**config.mk**
```make
export PLATFORM = sky130hd
export DESIGN_NAME = f2i_conv
export DESIGN_NICKNAME = d
export VERILOG_FILES = /design/src/rtl/f2i_pkg.sv /design/src/rtl/f2i_decode.sv /design/src/rtl/f2i_align.sv /design/src/rtl/f2i_round.sv /design/src/rtl/f2i_conv.sv
export SDC_FILE = /design/constraint.sdc
export NUM_CORES = 1
export LEC_CHECK = 0
export ABC_AREA = 1
export BUFFER_PORTS_ARGS = -buffer_cell sky130_fd_sc_hd__buf_2
export CORE_MARGIN = 2
export CORE_UTILIZATION = 56
export DETAILED_ROUTE_END_ITERATION = 7
export GPL_TIMING_DRIVEN = 0
export PLACE_DENSITY = 0.76
export SYNTH_ARGS = -nofsm -noshare
export SYNTH_HDL_FRONTEND = slang
export SYNTH_HIERARCHICAL = 1
export SYNTH_SLANG_ARGS = --single-unit
export TNS_END_PERCENT = 20
```
**constraint.sdc**
```tcl
create_clock -name clk_i -period 0.8 [get_ports clk_i]
set_clock_uncertainty 0.15 [all_clocks]
set_input_delay 0.08 -clock clk_i [delete_from_list [all_inputs] [get_ports clk_i]]
set_output_delay 0.08 -clock clk_i [all_outputs]
set_load 0.01 [all_outputs]
```
**src/rtl/f2i_pkg.sv**
```systemverilog
package f2i_pkg;

  typedef enum logic [1:0] {
    RND_NEAR_EVEN = 2'b00,
    RND_ZERO      = 2'b01,
    RND_UP        = 2'b10,
    RND_DOWN      = 2'b11
  } rnd_mode_e;

  typedef enum logic [2:0] {
    CLS_ZERO,
    CLS_SUB,
    CLS_NORM,
    CLS_INF,
    CLS_NAN
  } fcls_e;

endpackage

```
**src/rtl/f2i_decode.sv**
```systemverilog
module f2i_decode
  import f2i_pkg::*;
#(
  parameter int EXP_W  = 8,
  parameter int FRAC_W = 23,
  localparam int FLT_W = EXP_W + FRAC_W + 1,
  localparam int UE_W  = EXP_W + 2
) (
  input  logic [FLT_W-1:0]       flt_i,
  output logic                   sign_o,
  output fcls_e                  cls_o,
  output logic [FRAC_W:0]        sig_o,
  output logic signed [UE_W-1:0] uexp_o
);

  localparam int BIAS = (2 ** (EXP_W - 1)) - 1;
  localparam logic signed [UE_W-1:0] BIAS_S = UE_W'(BIAS);
  localparam logic signed [UE_W-1:0] SUB_E  = UE_W'(1 - BIAS);

  logic [EXP_W-1:0]  exp_f;
  logic [FRAC_W-1:0] frac_f;
  logic              exp_zero, exp_ones, frac_zero;

  assign sign_o    = flt_i[FLT_W-1];
  assign exp_f     = flt_i[FLT_W-2:FRAC_W];
  assign frac_f    = flt_i[FRAC_W-1:0];
  assign exp_zero  = (exp_f == '0);
  assign exp_ones  = (exp_f == '1);
  assign frac_zero = (frac_f == '0);

  always_comb begin
    cls_o  = CLS_NORM;
    sig_o  = {1'b1, frac_f};
    uexp_o = $signed({2'b00, exp_f}) - BIAS_S;
    if (exp_zero) begin
      // no hidden one below the normal range
      sig_o  = {1'b0, frac_f};
      uexp_o = SUB_E;
      cls_o  = frac_zero ? CLS_ZERO : CLS_SUB;
    end else if (exp_ones) begin
      cls_o = frac_zero ? CLS_INF : CLS_NAN;
    end
  end

endmodule

```
**src/rtl/f2i_align.sv**
```systemverilog
module f2i_align
  import f2i_pkg::*;
#(
  parameter int EXP_W  = 8,
  parameter int FRAC_W = 23,
  parameter int INT_W  = 32,
  localparam int UE_W  = EXP_W + 2
) (
  input  fcls_e                  cls_i,
  input  logic [FRAC_W:0]        sig_i,
  input  logic signed [UE_W-1:0] uexp_i,
  output logic [INT_W:0]         int_o,
  output logic                   grd_o,
  output logic                   stk_o,
  output logic                   big_o
);

  // binary point sits FRAC_W+1 bits above the LSB of the wide vector
  localparam int WIDE = INT_W + FRAC_W + 2;
  localparam int SH_W = $clog2(INT_W + 2);
  localparam logic signed [UE_W-1:0] LIM_HI = UE_W'(INT_W);
  localparam logic signed [UE_W-1:0] LIM_LO = -UE_W'(1);
  localparam logic signed [UE_W-1:0] ONE_S  = UE_W'(1);

  logic signed [UE_W-1:0] ue_p1;
  logic [SH_W-1:0]        shamt;
  logic [WIDE-1:0]        wide;

  assign ue_p1 = uexp_i + ONE_S;
  assign shamt = SH_W'(ue_p1);
  assign wide  = {{(WIDE-FRAC_W-1){1'b0}}, sig_i} << shamt;

  always_comb begin
    int_o = '0;
    grd_o = 1'b0;
    stk_o = 1'b0;
    big_o = 1'b0;
    unique case (cls_i)
      CLS_NORM: begin
        if (uexp_i > LIM_HI) begin
          big_o = 1'b1;
        end else if (uexp_i < LIM_LO) begin
          stk_o = 1'b1;  // below one half, nonzero
        end else begin
          int_o = wide[WIDE-1:FRAC_W+1];
          grd_o = wide[FRAC_W];
          stk_o = |wide[FRAC_W-1:0];
        end
      end
      CLS_SUB: stk_o = 1'b1;
      default: ;
    endcase
  end

endmodule

```
**src/rtl/f2i_round.sv**
```systemverilog
module f2i_round
  import f2i_pkg::*;
#(
  parameter int INT_W = 32
) (
  input  logic             sign_i,
  input  fcls_e            cls_i,
  input  logic [INT_W:0]   int_i,
  input  logic             grd_i,
  input  logic             stk_i,
  input  logic             big_i,
  input  rnd_mode_e        mode_i,
  output logic [INT_W-1:0] res_o,
  output logic             inv_o,
  output logic             inx_o
);

  localparam logic [INT_W+1:0] POS_LIM = {3'b000, {(INT_W-1){1'b1}}};
  localparam logic [INT_W+1:0] NEG_LIM = {3'b001, {(INT_W-1){1'b0}}};
  localparam logic [INT_W-1:0] SAT_POS = {1'b0, {(INT_W-1){1'b1}}};
  localparam logic [INT_W-1:0] SAT_NEG = {1'b1, {(INT_W-1){1'b0}}};
  localparam logic [INT_W-1:0] ONE_I   = {{(INT_W-1){1'b0}}, 1'b1};

  logic             lost, inc, ovf;
  logic [INT_W+1:0] mag_r;
  logic [INT_W-1:0] mag_lo;

  assign lost = grd_i | stk_i;

  always_comb begin
    unique case (mode_i)
      RND_NEAR_EVEN: inc = grd_i & (stk_i | int_i[0]);
      RND_ZERO:      inc = 1'b0;
      RND_UP:        inc = lost & ~sign_i;
      RND_DOWN:      inc = lost & sign_i;
      default:       inc = 1'b0;
    endcase
  end

  assign mag_r  = {1'b0, int_i} + {{(INT_W+1){1'b0}}, inc};
  assign mag_lo = mag_r[INT_W-1:0];
  assign ovf    = big_i | (sign_i ? (mag_r > NEG_LIM) : (mag_r > POS_LIM));

  always_comb begin
    res_o = sign_i ? ((~mag_lo) + ONE_I) : mag_lo;
    inv_o = 1'b0;
    inx_o = lost;
    if (cls_i == CLS_NAN) begin
      res_o = SAT_POS;
      inv_o = 1'b1;
      inx_o = 1'b0;
    end else if (cls_i == CLS_INF || ovf) begin
      res_o = sign_i ? SAT_NEG : SAT_POS;
      inv_o = 1'b1;
      inx_o = 1'b0;
    end
  end

endmodule

```
**src/rtl/f2i_conv.sv**
```systemverilog
module f2i_conv
  import f2i_pkg::*;
#(
  parameter int EXP_W  = 8,
  parameter int FRAC_W = 23,
  parameter int INT_W  = 32,
  localparam int FLT_W = EXP_W + FRAC_W + 1,
  localparam int UE_W  = EXP_W + 2
) (
  input  logic             clk_i,
  input  logic             rst_ni,
  input  logic             valid_i,
  input  logic [FLT_W-1:0] flt_i,
  input  logic [1:0]       mode_i,
  output logic             valid_o,
  output logic [INT_W-1:0] int_o,
  output logic             invalid_o,
  output logic             inexact_o
);

  localparam logic [INT_W-1:0] SAT_POS = {1'b0, {(INT_W-1){1'b1}}};
  localparam logic [INT_W-1:0] SAT_NEG = {1'b1, {(INT_W-1){1'b0}}};
  localparam logic [INT_W-1:0] ONE_I   = {{(INT_W-1){1'b0}}, 1'b1};

  logic                   sign;
  fcls_e                  cls;
  logic [FRAC_W:0]        sig;
  logic signed [UE_W-1:0] uexp;
  logic [INT_W:0]         int_mag;
  logic                   grd, stk, big;
  logic [INT_W-1:0]       res_d;
  logic                   inv_d, inx_d;
  rnd_mode_e              mode;

  assign mode = rnd_mode_e'(mode_i);

  f2i_decode #(.EXP_W(EXP_W), .FRAC_W(FRAC_W)) i_decode (
    .flt_i  (flt_i),
    .sign_o (sign),
    .cls_o  (cls),
    .sig_o  (sig),
    .uexp_o (uexp)
  );

  f2i_align #(.EXP_W(EXP_W), .FRAC_W(FRAC_W), .INT_W(INT_W)) i_align (
    .cls_i  (cls),
    .sig_i  (sig),
    .uexp_i (uexp),
    .int_o  (int_mag),
    .grd_o  (grd),
    .stk_o  (stk),
    .big_o  (big)
  );

  f2i_round #(.INT_W(INT_W)) i_round (
    .sign_i (sign),
    .cls_i  (cls),
    .int_i  (int_mag),
    .grd_i  (grd),
    .stk_i  (stk),
    .big_i  (big),
    .mode_i (mode),
    .res_o  (res_d),
    .inv_o  (inv_d),
    .inx_o  (inx_d)
  );

  always_ff @(posedge clk_i or negedge rst_ni) begin
    if (!rst_ni) begin
      valid_o   <= 1'b0;
      int_o     <= '0;
      invalid_o <= 1'b0;
      inexact_o <= 1'b0;
    end else begin
      valid_o <= valid_i;
      if (valid_i) begin
        int_o     <= res_d;
        invalid_o <= inv_d;
        inexact_o <= inx_d;
      end
    end
  end


  sat_value_chk: assert property (@(posedge clk_i) disable iff (!rst_ni)
    valid_o && invalid_o |-> (int_o == SAT_POS || int_o == SAT_NEG));


  flag_excl_chk: assert property (@(posedge clk_i) disable iff (!rst_ni)
    valid_o |-> !(invalid_o && inexact_o));


  sign_match_chk: assert property (@(posedge clk_i) disable iff (!rst_ni)
    valid_o && !invalid_o && int_o != '0 |-> int_o[INT_W-1] == $past(flt_i[FLT_W-1]));


  tiny_result_chk: assert property (@(posedge clk_i) disable iff (!rst_ni)
    valid_o && $past(flt_i[FLT_W-2:FRAC_W]) == '0 |->
      (int_o == '0 || int_o == ONE_I || int_o == '1) && !invalid_o);


  nan_sat_chk: assert property (@(posedge clk_i) disable iff (!rst_ni)
    valid_o && $past(flt_i[FLT_W-2:FRAC_W]) == '1 && $past(flt_i[FRAC_W-1:0]) != '0
      |-> int_o == SAT_POS && invalid_o);


  idle_hold_chk: assert property (@(posedge clk_i) disable iff (!rst_ni)
    !valid_i |=> !valid_o && $stable(int_o) && $stable(invalid_o) && $stable(inexact_o));

endmodule

```
======== Yosys cells after proc, flatten, opt, wreduce, memory -nomap -nowiden ========
Index checks and enable logic that the tools add are counted.
cells by class
  reductions and logical operators ........ 5
  multiply operators ...................... 0
  bitwise operators ....................... 8
  add/subtract/negate cells ............... 4
  shifts and indexed selects .............. 1
  divide/modulo/power cells ............... 0
  eq/ne operators ......................... 8
  magnitude comparators ................... 4
  multiplexer cells ....................... 27
operators by type and width
  operator               number
  $mux 32                4
  $mux 33                3
  $shl 24x6->57          1
  $add 33x1->34          1
  $gt 34x31->1 const B   1
  $gt 34x32->1 const B   1
  $add 32x1->32 const B  1
  $not 32->32            1
  $mux 24                1
  $logic_not 23->1       1
  $reduce_or 23->1       1
  $mux 1                 13
  $gt 10x7->1 const B    1
  $lt 10x1->1 const B    1
  $mux 10                1
  $mux 3                 3
  $sub 8x7->9 const B    1
  $eq 8x8->1 const B     1
  $logic_not 8->1        1
  $add 6x2->6 const B    1
  $eq 3x2->1 const B     2
  $eq 2x2->1 const B     2
  $pmux 1 s4             1
  $and 1x1->1            3
  8 further kinds        10
storage, ports and cells
  bits in registers ....................... 35
  output and inout bits ................... 35
  bits in latches ......................... 0
  word-level logic and storage cells ...... 61
  bits of input ports ..................... 37
  memory bits (writable) .................. 0
  ROM bits ................................ 0
  memories ................................ 0

======== Logic depth before layout (Yosys ltp) ========
Gate-level depths: netlist of run 1.
  depth in word-level cells ............... 18
  depth in mapped cells ................... 51
  gate-level depth less buffers ........... 46

======== Cells and area by module ========
Netlist of run 1, hierarchy kept.
by module, submodules not included
  module      instances  sequential area each (um2)  area each (um2)  cells an instance
  f2i_round   1          0.0                         2645.0           512
  f2i_align   1          0.0                         2317.2           463
  f2i_conv    1          875.8                       1370.1           145
  f2i_decode  1          0.0                         543.0            94

======== Worst setup path after synthesis of run 1 ========
OpenSTA, ideal clock, no wires.
  path kind ............................... input port to flip-flop
  start ................................... input port flt_i[23]
  end ..................................... register int_o[12]
  stages .................................. 48
  buffers on the path ..................... 5
  data arrival time ....................... 4.883 ns
  setup slack ............................. -4.350 ns
  required time ........................... 0.533 ns
  cell sequence ........................... inv_1 > ha_1 > nand2_4 > nor2_4 > nor2_1 > buf_6 > inv_4 > buf_4 > ha_1 > buf_2 > inv_2 > buf_2 > nand3_1 > nand3_1 > nand3_1 > nand2_1 > nand2_1 > nand3_1 > [12 not listed] > inv_1 > ha_1 > inv_1 > a21oi_1 > nand3_1 > nor2_2 > nand2_2 > nor2_4 > nand3_2 > nor2_4 > nand2_2 > nand2_4 > nand3_4 > nand2_4 > buf_12 > o21ai_2 > nand2_1 > nand2_1
on the way
  cells in the longest elaborated chain, start to end .. 18
  elaborated cells on any way between the ends .. 44
  those cells by class .................... add/sub: 4; order compare: 4; eq/ne: 5; shift: 1; mux: 20; bitwise: 7; reduce/logical: 3
ends and longest elaborated chain
  element                                         RTL line                            text
  from (decl)                                     f2i_conv.sv:13                      input logic [FLT_W-1:0] flt_i,
  $sub 8x7->9 or $logic_not 8->1 (tied branches)  f2i_decode.sv:34, f2i_decode.sv:27
  $mux 10 (*)                                     f2i_decode.sv:35                    if (exp_zero) begin
  net uexp[0]                                     f2i_conv.sv:28                      logic signed [UE_W-1:0] uexp;
  $add 6x2->6                                     f2i_align.sv:29                     assign ue_p1 = uexp_i + ONE_S;
  $shl 24x6->57                                   f2i_align.sv:31                     assign wide = {{(WIDE-FRAC_W-1){1'b0}}, sig_i} << shamt;
  $reduce_or 23->1                                f2i_align.sv:47                     stk_o = |wide[FRAC_W-1:0];
  $mux 1                                          f2i_align.sv:42                     end else if (uexp_i < LIM_LO) begin
  $mux 1 (*)                                      f2i_align.sv:40                     if (uexp_i > LIM_HI) begin
  [1 not listed]                                  -
  net stk                                         f2i_conv.sv:30                      logic grd, stk, big;
  [3 not listed]                                  -
  $add 33x1->34 (*)                               f2i_round.sv:40                     assign mag_r = {1'b0, int_i} + {{(INT_W+1){1'b0}}, inc};
  $gt 34x31->1 or $gt 34x32->1 (tied branches)    f2i_round.sv:42                     assign ovf = big_i | (sign_i ? (mag_r > NEG_LIM) : (mag_r > POS_LIM));
  $mux 1                                          f2i_round.sv:42
  $or 1x1->1                                      f2i_round.sv:42
  $logic_or 1x1->1                                f2i_round.sv:52                     end else if (cls_i == CLS_INF || ovf) begin
  $mux 32 (*)                                     f2i_round.sv:52
  $mux 32 (*)                                     f2i_round.sv:48                     if (cls_i == CLS_NAN) begin
  net res_d[12]                                   f2i_conv.sv:31                      logic [INT_W-1:0] res_d;
  to (signal assigned)                            f2i_conv.sv:77                      int_o <= res_d;
  to (decl)                                       f2i_conv.sv:16                      output logic [INT_W-1:0] int_o,
The timed path passes the listed nets; every way through them passes the cells marked *.
A chain may end at the register's enable or synchronous reset.

======== Worst setup path in the final report of run 1 ========
  start ................................... input port flt_i[26]
  end ..................................... register int_o[7]
on the way
  cells in the longest elaborated chain, start to end .. 18
  elaborated cells on any way between the ends .. 44
  those cells by class .................... add/sub: 4; order compare: 4; eq/ne: 5; shift: 1; mux: 20; bitwise: 7; reduce/logical: 3
ends and longest elaborated chain
  element                                       RTL line          text
  $logic_not 8->1 (*)                           f2i_decode.sv:27  assign exp_zero = (exp_f == '0);
  $mux 10 (*)                                   f2i_decode.sv:35
  net uexp[0]                                   f2i_conv.sv:28
  $add 6x2->6                                   f2i_align.sv:29
  $shl 24x6->57                                 f2i_align.sv:31
  $reduce_or 23->1                              f2i_align.sv:47
  $mux 1                                        f2i_align.sv:42
  $mux 1 (*)                                    f2i_align.sv:40
  [1 not listed]                                -
  net stk                                       f2i_conv.sv:30
  [3 not listed]                                -
  $add 33x1->34 (*)                             f2i_round.sv:40
  $gt 34x31->1 or $gt 34x32->1 (tied branches)  f2i_round.sv:42
  $mux 1                                        f2i_round.sv:42
  $or 1x1->1                                    f2i_round.sv:42
  $logic_or 1x1->1                              f2i_round.sv:52
  $mux 32 (*)                                   f2i_round.sv:52
  $mux 32 (*)                                   f2i_round.sv:48
  net res_d[7]                                  f2i_conv.sv:31
Marked as above.

==> results of run 1 <==
## logic make-up (layout without fill, tap and decap cells)
group	count (synthesis)	in the layout	synth area share
adders and majority gates	8	8	0.0146
DFF	35	35	0.127
xor gates and xnor gates	23	23	0.0320
muxes	1	1	0.00146
and+or+nand+nor	876	876	0.584
buffers and inverters	171	343	0.142
AOI/OAI and AO/OA	100	100	0.0986
## worst max-delay path, delay by kind of cell
kind                     cells  cell delay (ns)
buffers and inverters       12             1.26
AND/OR/NAND/NOR             31             3.00
AO/OA/AOI/OAI                2             0.46
adder cells (fa/ha/maj)      3             0.69
## power by group through the flow
stage	clock network, mW	logic (mW)	registers, mW
after detailed placement	0	7.22	2.29
after floorplan	0	5.21	2.47
after global routing	1.96	11.0	2.31
after CTS	1.92	8.65	2.26
final	1.90	10.3	2.27
after global placement	0	7.15	2.27
## cell type report
type,count,area (um2),share of cell area
Multi-Input combinational cell,1008,6040,0.623
Clock buffer,6,139,0.0143
Buffer,77,764,0.0789
Timing Repair Buffer,165,1280,0.132
Tap cell,147,184,0.0190
Sequential cell,35,876,0.0904
Clock inverter,1,5.00,0.000517
Inverter,94,407,0.0420
## per-layer routing
metal / vias up / wire length, um / global-route usage
li1: 4255 / - / -
met1: 4062 / 9630 / 0.373
met4: 0 / 2630 / 0.273
met2: 520 / 13000 / 0.675
met5: - / 0 / 0
met3: 223 / 1920 / 0.0380
## final timing paths
kind,start,to,depth (start not counted)
worst max-delay path,flt_i[26],int_o[7]$_DFFE_PN0P_,48
worst min-delay path,rst_ni,int_o[2]$_DFFE_PN0P_,1
worst max register to register,int_o[0]$_DFFE_PN0P_,int_o[0]$_DFFE_PN0P_,2
worst min register to register,inexact_o$_DFFE_PN0P_,inexact_o$_DFFE_PN0P_,2
max in group asynchronous,rst_ni,valid_o$_DFF_PN0_,1
min in group clk_i,valid_i,invalid_o$_DFFE_PN0P_,4
## metrics by stage
stage | cell area, um2 | worst slack, ns | util | hold slack [ns]
final | 9690 | -4.68 | 0.807 | -0.282
after global routing | 9690 | -4.89 | 0.807 | -0.211
after CTS | 8970 | -4.27 | 0.747 | -0.261
after detailed placement | 7800 | -5.47 | 0.650 | 0.0289
after global placement | 7800 | -5.43 | 0.650 | 0.0206
after floorplan | 7270 | -3.99 | - | -0.366
## cells in the mapped netlist (15+ instances only)
master   count  area, um2
o21ai_2     15        131
buf_2       18       90.1
nand3_1    185        926
nor2_1     124        465
nand2_2     46        288
buf_4       39        293
o21ai_0     29        145
nand4_1     26        163
dfrtp_1     35        876
nand2_1    437       1640
xor2_1      16        140
inv_1       77        289
## sequential cells by signal (all words and copies together) (netlist names)
signal	count
int_o	32
valid_o	1
invalid_o	1
inexact_o	1
## repair_timing
item | CTS | global route
endpoints found under the setup margin | 69 | 69
gates resized for setup | 118 | 104
gates cloned | 3 | 3
endpoints found under the hold margin | 36 | 35
buffers inserted | 63 | 26
pin swaps | 49 | 45
==> run_results.csv, run 1 <==
group,metric,value,unit
power,p_comb_frac,0.712,
route,drtAntennaViolNets,0,
run_status,violations,"negative hold slack, negative setup slack",
floorplanning,dieArea,13200,um2
timing,final_max_slew_viol_count,0,
timing,fin_tns_setup,-163.98,ns
setup_path,cp_slowest_stage_delay,0.41,ns
global_routing,grt_overflow,0,
power,switching_share,0.482,
floorplanning,io_pins,72,
global_routing,grt_pass1_vias,8244,
synthesis,ys.flop_type,"dfrtp_1",
power,pwr-share-clk,0.131,
synthesis,ys_types,53,
route,vias_per_cell,5.91,
timing,fin_crit,5.48,ns
synthesis,netlist_instances,1214,
timing,fin_crit_sh,6.85,
global_routing,grt_pass1_wl,38400,um
power,cellInternalPower,7.50,mW
clock_tree,cts_buffers,5,
timing,fin_hold_ws,-0.282,ns
flow_run,maxCapViolations,0,
global_routing,antenna_found_initial,0,
global_routing,globalRouteTotalUtil,0.362,
min_path,holdCritPathClass,"input pin to asynchronous set/reset pin",
synthesis,yosysSeqAreaShare,0.127,
placed_design,gp_congestion,1.01,
timing,hold_viol_final,35,
setup_path,worstSetupPathType,"input pin to register",
run_status,outcome,"finished with violations",
finish,area_delta_synth_final,40.9,%
setup_path,cp-end-kind,"register",
placed_design,io_buffers,69,
route,drt_iter0_drc,672,
synthesis,synth-async-reset-ratio,1.00,
power,power.total,14.5,mW
power,power.static_leakage,4.88,nW
route,routed_wirelength,27200,um
setup_path,worstPathArrival,5.49,ns
clock_tree,postCtsHoldBufs,1,
clock_tree,cts_max_path_buffers,2,
placed_design,dp_hpwl,18200,um
setup_path,ff2ff_setup_slack,0.03,ns
setup_path,crit_path_start_kind,"input pin",
timing,rsz0062_at_grt,"yes",
floorplanning,die_h,115,um
timing,maxSlewHeadroom,0.403,
finish,drive_gt1_frac,0.392,
floorplanning,die_w,115,um
setup_path,slowest_stage,"o41ai_4",
placed_design,dp.cells,1430,
timing,fmax,183,MHz
synthesis,syn_area,6880,um2
clock_tree,clkTransAtPathRegs,0.05,ns
power,p_per_area,1490,nW/um2
clock_tree,cts_tree,"yes",
finish,diodes,0,
power,peakVddDrop,0.933,mV
synthesis,synth.ff_latch_count,35,
floorplanning,initial_core_util,0.572,
synthesis,synthesis.nets,1259,
route,wl_per_cell,17.7,um
floorplanning,fp-row-count,40,
clock_tree,insertion_delay,0.27,ns
power,power_frac_seq,0.157,
setup_path,cp_common_cell,"nand2_2",
timing,setup_ws,-4.68,ns
finish,fill_cells,845,
route,drc,0,
finish,stdcell_count,1533,
power,p_switching,6.97,mW
floorplanning,coreArea,12000,um2
setup_path,worstPathMaxFanout,7,
clock_tree,cts_root_buf,"clkbuf_16",
finish,final_common_cell,"nand2_1",
finish,final_cell_mix,"nand2_1, buf_4, nor2_1, nand3_1, nand2_2",
clock_tree,cts.sinks,35,
route,drtPass1Iterations,8,
route,vias,9060,
global_routing,grt_max_degree,36,
synthesis,synth_edf_count,0,
clock_tree,h-tree-depth,2,
timing,setup_violations,69,
setup_path,worst_ep_required_time,0.82,ns
synthesis,ys_warn_count,6,
timing,worst_pin_slew,0.890,ns
finish,fin_nets,1431,
synthesis,syn_area_per_cell,5.66,um2
Power figures use the tool's default switching activity.
==> inputs of run 2 (changes only) <==
--- a/config.mk
+++ b/config.mk
@@ -8,10 +8,11 @@
 export ABC_AREA = 1
 export BUFFER_PORTS_ARGS = -buffer_cell sky130_fd_sc_hd__buf_2
 export CORE_MARGIN = 2
-export CORE_UTILIZATION = 56
+export CORE_UTILIZATION = 57
+export CTS_BUF_LIST = sky130_fd_sc_hd__clkbuf_8
 export DETAILED_ROUTE_END_ITERATION = 7
 export GPL_TIMING_DRIVEN = 0
-export PLACE_DENSITY = 0.76
+export PLACE_DENSITY = 0.78
 export SYNTH_ARGS = -nofsm -noshare
 export SYNTH_HDL_FRONTEND = slang
 export SYNTH_HIERARCHICAL = 1
==> run_results.csv, run 2 (synthesis results as in run 1) <==
group,metric,value,unit
clock_tree,h-tree-depth,2,
global_routing,grt_overflow,0,
route,drtPass1Iterations,6,
setup_path,worstPathMaxFanout,8,
setup_path,cp_slowest_stage_delay,0.26,ns
timing,fin_hold_ws,-0.302,ns
clock_tree,cts_root_buf,"clkbuf_8",
route,routed_wirelength,27600,um
setup_path,ff2ff_path_depth,2,
global_routing,grt_max_degree,36,
setup_path,worst_ep_required_time,0.83,ns
finish,multi_input_area,6140,um2
floorplanning,die_h,114,um
timing,fin_crit,5.59,ns
placed_design,io_buffers,69,
setup_path,ff2ff_setup_slack,0.03,ns
power,p_per_area,1440,nW/um2
finish,area.sequential,876,um2
finish,top_register,"int_o",
setup_path,worst-path-buf-inv,13,
finish,final_common_cell,"nand2_1",
setup_path,cp_common_cell,"nand2_1",
power,peakVddDrop,1.06,mV
timing,final_max_slew_viol_count,0,
setup_path,cp-end-kind,"register",
setup_path,crit_path_start_kind,"input pin",
placed_design,dp_hpwl,17900,um
setup_path,r2r_start,"int_o[4]$_DFFE_PN0P_",
floorplanning,fp-row-count,40,
route,drc,0,
finish,fin_nets,1415,
clock_tree,clkTransAtPathRegs,0.07,ns
route,drtAntennaViolNets,0,
setup_path,worstPathArrival,5.62,ns
finish,largest_reg_flops,32,
floorplanning,coreArea,11900,um2
finish,final_core_util,0.806,
finish,fill_cells,822,
timing,hold_viol_final,35,
floorplanning,io_pins,72,
timing,rsz0062_at_grt,"yes",
finish,drive_gt1_frac,0.386,
finish,area_delta_synth_final,39.6,%
min_path,holdCritPathClass,"input pin to asynchronous set/reset pin",
clock_tree,insertion_delay,0.28,ns
timing,maxSlewHeadroom,0.407,
clock_tree,cts_tree,"yes",
setup_path,crit_family,"simple AND/OR/NAND/NOR gates",
setup_path,r2r-end,"int_o[4]$_DFFE_PN0P_",
finish,final_cell_mix,"nand2_1, nor2_1, buf_4, nand3_1, nand3_2",
run_status,violations,"negative hold slack, negative setup slack",
floorplanning,die_w,114,um
clock_tree,cts.sinks,35,
timing,setup_ws,-4.79,ns
placed_design,gp_congestion,1.05,
run_status,outcome,"finished with violations",
setup_path,slowest_stage,"nor2_2",
finish,finalInstanceArea,9600,um2
route,vias_per_cell,6.11,
timing,fmax,179,MHz
global_routing,globalRouteTotalUtil,0.362,
clock_tree,cts_max_path_buffers,2,
placed_design,place_area,7800,um2
power,power.static_leakage,4.81,nW
flow_run,maxCapViolations,0,
route,wl_per_cell,18.2,um
timing,setup_violations,69,
floorplanning,dieArea,13000,um2
finish,diodes,0,
clock_tree,cts_buffers,5,
route,drt_iter0_drc,795,
floorplanning,initial_core_util,0.577,
route,vias,9275,
setup_path,worstSetupPathType,"input pin to register",
timing,worst_pin_slew,0.884,ns
global_routing,grt_pass1_wl,37900,um
global_routing,antenna_found_initial,0,
global_routing,grt_pass1_vias,8210,
clock_tree,postCtsHoldBufs,1,
timing,fin_crit_sh,6.98,
run 2: final cells by class:
class,count,area share
clock buffers,6,0.00860
multi-input cells,1008,0.639
flip-flops and latches,35,0.0913
well taps,147,0.0192
inverters,94,0.0432
plain buffers,77,0.0768
clock inverters,1,0.000522
repair buffers,149,0.121
run 2: how the worst max path moves through the flow:
stage | from | cells past startpoint | slack (ns) | endpoint
floorplan | flt_i[24] | 47 | -3.99 | int_o[12]$_DFFE_PN0P_
detailed placement | flt_i[24] | 47 | -5.24 | int_o[23]$_DFFE_PN0P_
finish | flt_i[24] | 48 | -4.79 | int_o[31]$_DFFE_PN0P_
CTS | flt_i[24] | 50 | -4.27 | int_o[12]$_DFFE_PN0P_
global route | flt_i[26] | 49 | -4.99 | int_o[31]$_DFFE_PN0P_
global placement | flt_i[24] | 47 | -5.20 | int_o[23]$_DFFE_PN0P_
run 2: report_power, final:
part	leakage [nW]	total (mW)	switching, mW	internal [mW]
logic	4.32	10.2	6.22	4.03
clock network	0.0470	1.29	0.611	0.675
registers	0.438	2.26	0.161	2.10
total	4.81	13.8	6.99	6.80
run 2: repair_timing:
item / CTS / global route
hold endpoints to repair: 36 / 35
gates resized for setup: 142 / 74
buffers inserted: 51 / 21
pin swaps: 67 / 43
setup endpoints to repair: 69 / 69
cloned: 6 / 1
run 2: stage by stage:
step	instances	total power [mW]	setup TNS, ns	setup WS (ns)
5_1_grt	1517	14.5	-175.23	-4.99
4_1_cts	1495	12.3	-150.75	-4.27
6_report	1517	13.8	-167.71	-4.79
2_1_floorplan	1214	7.68	-134.88	-3.99
3_3_place_gp	1430	9.37	-175.53	-5.20
3_5_place_dp	1430	9.46	-178.09	-5.24
run 2: metal layers:
| layer | global-route usage | share of wire | vias up |
|---|---|---|---|
| met5 | 0 | 0 | - |
| met4 | 0.273 | 0.11 | 0 |
| met3 | 0.0425 | 0.085 | 273 |
| met2 | 0.672 | 0.46 | 618 |
| met1 | 0.371 | 0.34 | 4163 |
| li1 | - | - | 4221 |
